==> config.mk <==
export PLATFORM = sky130hd
export DESIGN_NAME = bor_guard_top
export DESIGN_NICKNAME = d
export VERILOG_FILES = /design/src/rtl/bor_pkg.sv /design/src/rtl/bor_sync.sv /design/src/rtl/bor_persist_filter.sv /design/src/rtl/bor_domain_fanout.sv /design/src/rtl/bor_guard_top.sv
export SDC_FILE = /design/constraint.sdc
export NUM_CORES = 1
export LEC_CHECK = 0
export ABC_AREA = 1
export BUFFER_PORTS_ARGS = -buffer_cell sky130_fd_sc_hd__buf_4
export CAP_MARGIN = 20
export CORE_AREA = 2 2 39 41
export DETAILED_ROUTE_END_ITERATION = 8
export DIE_AREA = 0 0 41 43
export GPL_TIMING_DRIVEN = 0
export MAX_ROUTING_LAYER = met4
export PLACE_DENSITY_LB_ADDON = 0.08
export SLEW_MARGIN = 20
export SYNTH_ARGS = -nofsm -noshare
export SYNTH_HDL_FRONTEND = slang
export SYNTH_HIERARCHICAL = 1
export SYNTH_SLANG_ARGS = --single-unit
==> constraint.sdc <==
create_clock -name clk_i -period 2.6 [get_ports clk_i]
set_input_delay 0.39 -clock clk_i [delete_from_list [all_inputs] [get_ports clk_i]]
set_output_delay 0.39 -clock clk_i [all_outputs]
set_load 0.005 [all_outputs]
==> src/rtl/bor_pkg.sv <==
package bor_pkg;

  typedef enum logic [1:0] {
    LVL_LOW  = 2'b00,
    LVL_MID  = 2'b01,
    LVL_HIGH = 2'b10
  } bor_level_e;

  // Reserved select value falls back to the lowest trip point.
  function automatic bor_level_e decode_level(input logic [1:0] sel);
    bor_level_e lvl;
    case (sel)
      2'b01:   lvl = LVL_MID;
      2'b10:   lvl = LVL_HIGH;
      default: lvl = LVL_LOW;
    endcase
    return lvl;
  endfunction

endpackage

==> src/rtl/bor_sync.sv <==
module bor_sync #(
  parameter int STAGES = 2
) (
  input  logic clk_i,
  input  logic rst_ni,
  input  logic d_i,
  output logic q_o
);
  logic [STAGES-1:0] chain_q;

  always_ff @(posedge clk_i) begin
    if (!rst_ni) chain_q <= '0;
    else         chain_q <= {chain_q[STAGES-2:0], d_i};
  end

  assign q_o = chain_q[STAGES-1];
endmodule

==> src/rtl/bor_persist_filter.sv <==
module bor_persist_filter #(
  parameter int FILT_CYC = 50,
  parameter int CNT_W    = $clog2(FILT_CYC + 1)
) (
  input  logic             clk_i,
  input  logic             rst_ni,
  input  logic             active_i,
  input  logic             sample_i,
  output logic             state_o,
  output logic [CNT_W-1:0] cnt_o
);
  localparam logic [CNT_W-1:0] LAST = CNT_W'(FILT_CYC - 1);

  logic             state_q;
  logic [CNT_W-1:0] cnt_q;

  always_ff @(posedge clk_i) begin
    if (!rst_ni || !active_i) begin
      state_q <= 1'b0;
      cnt_q   <= '0;
    end else if (sample_i == state_q) begin
      cnt_q <= '0;
    end else if (cnt_q == LAST) begin
      state_q <= sample_i;
      cnt_q   <= '0;
    end else begin
      cnt_q <= cnt_q + 1'b1;
    end
  end

  assign state_o = state_q;
  assign cnt_o   = cnt_q;
endmodule

==> src/rtl/bor_domain_fanout.sv <==
module bor_domain_fanout #(
  parameter int NUM_DOMAINS = 4,
  parameter int POR_DOM     = 0,
  parameter int SELF_DOM    = 1
) (
  input  logic                   req_i,
  output logic [NUM_DOMAINS-1:0] dom_o
);
  for (genvar d = 0; d < NUM_DOMAINS; d++) begin : g_dom
    if (d == POR_DOM || d == SELF_DOM) begin : g_keep
      assign dom_o[d] = 1'b0;
    end else begin : g_drive
      assign dom_o[d] = req_i;
    end
  end
endmodule

==> src/rtl/bor_guard_top.sv <==
module bor_guard_top
  import bor_pkg::*;
#(
  parameter int FILT_CYC    = 50,
  parameter int SYNC_STAGES = 2,
  parameter int NUM_DOMAINS = 4,
  parameter int POR_DOM     = 0,
  parameter int SELF_DOM    = 1
) (
  input  logic                   clk_i,
  input  logic                   por_rst_ni,
  input  logic                   cmp_low_i,
  input  logic [1:0]             cfg_level_i,
  input  logic                   cfg_enable_i,
  input  logic                   halt_i,
  output logic [1:0]             level_code_o,
  output logic                   bor_rst_o,
  output logic [NUM_DOMAINS-1:0] dom_rst_o
);
  localparam int CNT_W = $clog2(FILT_CYC + 1);

  bor_level_e       lvl_q;
  logic             en_q;
  logic             sync_low;
  logic             active;
  logic             filt_state;
  logic [CNT_W-1:0] filt_cnt;

  // Configuration is only taken while power-on reset holds.
  always_ff @(posedge clk_i) begin
    if (!por_rst_ni) begin
      en_q  <= cfg_enable_i;
      lvl_q <= decode_level(cfg_level_i);
    end
  end

  assign level_code_o = lvl_q;
  assign active       = en_q && !halt_i;

  bor_sync #(.STAGES(SYNC_STAGES)) u_sync (
    .clk_i  (clk_i),
    .rst_ni (por_rst_ni),
    .d_i    (cmp_low_i),
    .q_o    (sync_low)
  );

  bor_persist_filter #(.FILT_CYC(FILT_CYC), .CNT_W(CNT_W)) u_filt (
    .clk_i    (clk_i),
    .rst_ni   (por_rst_ni),
    .active_i (active),
    .sample_i (sync_low),
    .state_o  (filt_state),
    .cnt_o    (filt_cnt)
  );

  assign bor_rst_o = filt_state;

  bor_domain_fanout #(
    .NUM_DOMAINS (NUM_DOMAINS),
    .POR_DOM     (POR_DOM),
    .SELF_DOM    (SELF_DOM)
  ) u_fan (
    .req_i (filt_state),
    .dom_o (dom_rst_o)
  );
endmodule

# [Word level (Yosys, flattened, before mapping)]
# Cells that the tools add are included.
[totals] reg_bits=12 in_bits=7 output_inout_bits=7 elab_cells=19
[op_classes] addsub=1 eq_ne=4 muxes=1 n_bitwise=1 reduce_logical=7
[ops] cell="$add 6x1->6 const B" n=1
[ops] cell="$eq 6x6->1 const B" n=1
[ops] cell="$pmux 2 s2" n=1
[ops] cell="$logic_not 1->1" n=3
[ops] cell="$reduce_or 3->1" n=1
[ops] cell="$eq 2x1->1 const B" n=1
[ops] cell="$eq 2x2->1 const B" n=1
[ops] cell="$reduce_and 2->1" n=1
[ops] cell="$eq 1x1->1" n=1
[ops] cell="$logic_and 1x1->1" n=1
[ops] cell="$logic_or 1x1->1" n=1
[ops] cell="$not 1->1" n=1

# [Depth between registers and ports, before layout]
[depth] word_depth=5 ltp_mapped=8 ltp_nobuf=8

# [By module]
# The synthesis kept the hierarchy.
[by_module_without_submodules] module="bor_persist_filter" instances=1 cells_per_inst=50 area_each_um2=351.6 seq_area_each_um2=140.1
[by_module_without_submodules] module="bor_guard_top" instances=1 cells_per_inst=10 area_each_um2=116.4 seq_area_each_um2=90.1
[by_module_without_submodules] module="bor_sync" instances=1 cells_per_inst=6 area_each_um2=55.1 seq_area_each_um2=40.0
[by_module_without_submodules] module="bor_domain_fanout" instances=1 cells_per_inst=5 area_each_um2=33.8 seq_area_each_um2=0.0

# [Worst setup path after synthesis]
# Ideal clock, no wire load.
[synth_timing] kind="reg-to-reg" from="register u_filt.cnt_q[0] (netlist: u_filt/cnt_o[0])" to="register u_filt.cnt_q[4] (netlist: u_filt/cnt_o[4])" setup_time_ns=0.116 t_arrival_ns=0.819 t_required_ns=2.484 slack_ns=1.666 path_stages_with_launch=5 n_path_buf=0 synth_period_minus_slack_ns=0.934 cell_sequence="dfxtp_1 > ha_1 > nand3_1 > xor2_1 > nor2_1"
[synth_between] elab_chain_len=2 elab_cells_between_ends=3 classes_between="add/sub: 1; eq/ne: 1; reduce/logical: 1"
[synth_lines] item="start, declared" line="bor_persist_filter.sv:15" text="logic [CNT_W-1:0] cnt_q;"
[synth_lines] item="start signal, assigned" line="bor_persist_filter.sv:27" text="cnt_q <= cnt_q + 1'b1;"
[synth_lines] item="branches (longest 2 deep; another with $add 6x1->6)"
# Parallel ways; which one is timed is not known.
# A chain may end at the register's enable or synchronous reset.

# [Worst setup path after layout]
[layout_timing] from="register u_filt.state_q (netlist: u_filt/state_o)" to="output dom_rst_o[2]"
[layout_rtl] item="start, declared" line="bor_persist_filter.sv:14" text="logic state_q;"
[layout_rtl] item="start signal, assigned" line="bor_persist_filter.sv:24" text="state_q <= sample_i;"
[layout_rtl] item="end, declared" line="bor_guard_top.sv:18" text="output logic [NUM_DOMAINS-1:0] dom_rst_o"
# No word-level cell between the ends.

==> results.md <==
- Crit share post-route: around 48%
- Detail Route Antenna Nets: 0
- Met2 Wirelength: 340 µm
- Antenna diode count: 0
- Mux share of post-synthesis cell area: 0%
- Worst r2r src: u_filt/cnt_o[0]$_SDFF_PP0_
- CP dominant cell by count: buf_4
- Filler cells: ~140
- Hold Crit Depth: 3
- Worst-path fanout max: 5
- Area grow syn2layout: 23.8%
- Number of global-route vias before repair: 389
- Simple-Gate Fraction of Synth Area: about a quarter
- Top layer in use: met4
- Root Buffer Master: clkbuf_4
- Area post-placement: 663 µm²
- DIE WIDTH: 41 µm
- Setup crit start: u_filt/state_o$_SDFFE_PP0P_
- DR vias/cell: 4.08
- # rows: 14
- Reg2reg path depth: 4
- Number of port buffers: 11
- Fin. Hold Viols: 0
- Synthesized instance count: 71
- WL/cell: 7.52 µm
- GRT Total Usage: 13.1%
- Netlist cell types: 14
- Worst endpoint required time: 2.21 ns
- Clock Skew: around 0.00057 ns
- Minimum clock period: 1.26 ns
- Met1 WL: 367 µm
- Final Max Tran Viols: 0
- Unrepaired setup endpoints after global routing: no
- Yosys warnings: 6
- Later-pin clock latency in the skew report: 0.26 ns
- Final WL: ~780 µm
- Post-synthesis adder-cell area fraction: about 4.5%
- Worst Path Class, Setup: register to output pin
- Max cap viols: 0
- Final setup viols: 0
- Layout cells sized above 1: 23.0%
- Setup Fix Bufs, Post-CTS: 0
- CTS Sinks: 12
- Worst Setup End Kind: output pin
- Crit-path slowest cell: dfxtp_1
- Worst hold slack: roughly 0.30 ns
- Compound-Gate Fraction of Synth Area: 1.35%
- Arrival time worst endpoint: 0.87 ns
- Area of the mapped netlist: 557 µm²
- Seq/Total Area, Yosys: approximately 49%
- Gpl congestion: 0.703
- Synthesized area per cell: ~7.8 µm²
- Seq cells post-synth: 12
- CP top delay family: flip-flops
- Setup tns final: 0 ns
- XOR/XNOR Fraction of Synth Area: 4.72%
- WL met3: 53 µm
- DR DRC count: 0
- LEAKAGE: 0.371 nW
- Fin nets: 97
- Core Region: 1380 µm²
- Most frequent cells in the layout: inv_1 (15), buf_4 (15), nor2_1 (14)
- Cts hold-fix bufs: 0
- Design area: 689 µm²
- Setup crit start kind: register
- WHS Endpoint: u_sync/chain_q[0]$_SDFF_PN0_
- GRT overflow: 0
- Min-delay src: cmp_low_i
- Starting density of the core: 40.2%
- H-Tree Depth: 1
- Largest net degree at the start of global routing: 8
- I/O pin count: 14
- Hold crit path type: input port to register
- Initial antenna violation count: 0
- Clock buffer depth: 2
- Critical path cell sequence: buf_4 -> buf_4
- CTS tree: done
- Status: finished clean
- TritonCTS Buffers: 3
- Clock-pin transition on the worst setup and hold timing paths: 0.07 ns
- Violation count after the first detailed-route iteration: 4
- FF-to-FF setup slack: 1.59 ns
- Crit path buffers/inverters: 2
- First-pass GRT wire length: 1500 µm
- Max Clk Rate: a little under 0.8 GHz
- Final HPWL DP: 634 µm
- Crit path largest cell delay: 0.39 ns
- PwrDens: just under 500 nW/µm²
- Largest family of logic cells by synthesized area: simple AND/OR/NAND/NOR gates
- Post_cts resized: 0
- Die boundary height: 43 µm
- Crit Reg-Reg Endpoint: u_filt/cnt_o[0]$_SDFF_PP0_
- Via count: 420
- Die area: roughly 1800 µm²
- Max VDD drop: 344 µV
- First drt pass iteration count: 3
[where the power goes]
part	leakage, nW	internal (mW)	switching, mW
clock	0.0154	0.0553	0.0566
combinational	0.253	0.0126	0.00816
sequential	0.102	0.197	0.00179
[cell families after synthesis]
kind of cell,count (synthesis)
AND/OR/NAND/NOR,33
AO/OA/AOI/OAI,1
other,1
adder cells (fa/ha/maj),2
flip-flops,12
XOR/XNOR,3
buffers and inverters,19
[worst min-delay path: cells and delay by family]
| kind | cells | cell delay [ns] |
|---|---|---|
| AND/OR/NAND/NOR | 1 | 0.04 |
| buffers and inverters | 2 | 0.12 |
[worst max-delay path by stage]
stage               depth (start not counted)  slack (ns)                    endpoint
detailed placement                          8        1.48  u_filt/cnt_o[0]$_SDFF_PP0_
global route                                2        1.28                dom_rst_o[3]
global placement                            8        1.50  u_filt/cnt_o[0]$_SDFF_PP0_
floorplan                                   4        1.67  u_filt/cnt_o[4]$_SDFF_PP0_
finish                                      2        1.34                dom_rst_o[2]
CTS                                         2        1.33                dom_rst_o[2]
[flip-flops by register name (all words and copies together), names as in the netlist]
register        cells
u_sync/chain_q      2
u_filt/cnt_o        6
u_filt/state_o      1
en_q                1
level_code_o        2
[stage by stage]
stage / setup slack (ns) / total power [mW] / cells / util [%]
after detailed placement: 1.48 / 0.224 / 99 / 47.9
after global routing: 1.28 / 0.347 / 103 / 49.8
final: 1.34 / 0.331 / 103 / 49.8
after floorplan: 1.67 / 0.211 / 72 / -
after global placement: 1.50 / 0.223 / 99 / 47.9
after CTS: 1.33 / 0.335 / 103 / 49.8
[Yosys cell counts]
cell type / number / area share (%)
conb_1: 1 / 0.67
nor2_1: 14 / 9.4
ha_1: 2 / 4.5
buf_4: 4 / 5.4
edfxtp_1: 3 / 16
dfxtp_1: 9 / 32
nand2_1: 13 / 8.8
xnor2_1: 1 / 1.6
nand2_2: 1 / 1.1
o21bai_1: 1 / 1.3
nand3_1: 4 / 3.6
inv_1: 15 / 10
xor2_1: 2 / 3.1
nand3_2: 1 / 1.8
[final cells by class]
cell class | instances | area, µm² | area share, %
Buffer | 4 | 30.0 | 4.36
Clock buffer | 3 | 22.5 | 3.27
Clock inverter | 1 | 3.75 | 0.544
Inverter | 15 | 56.3 | 8.17
Multi-Input combinational cell | 41 | 204 | 29.6
Sequential cell | 12 | 270 | 39.2
Tap cell | 16 | 20.0 | 2.90
Timing Repair Buffer | 11 | 82.6 | 12.0
[metal layers]
| metal | GRT usage, % | vias up |
|---|---|---|
| met2 | 16.9 | 12 |
| met4 | 8.00 | 0 |
| met1 | 17.1 | 172 |
| li1 | - | 234 |
| met5 | - | - |
| met3 | 4.71 | 2 |
No activity file was read; power rests on OpenSTA's default activity.
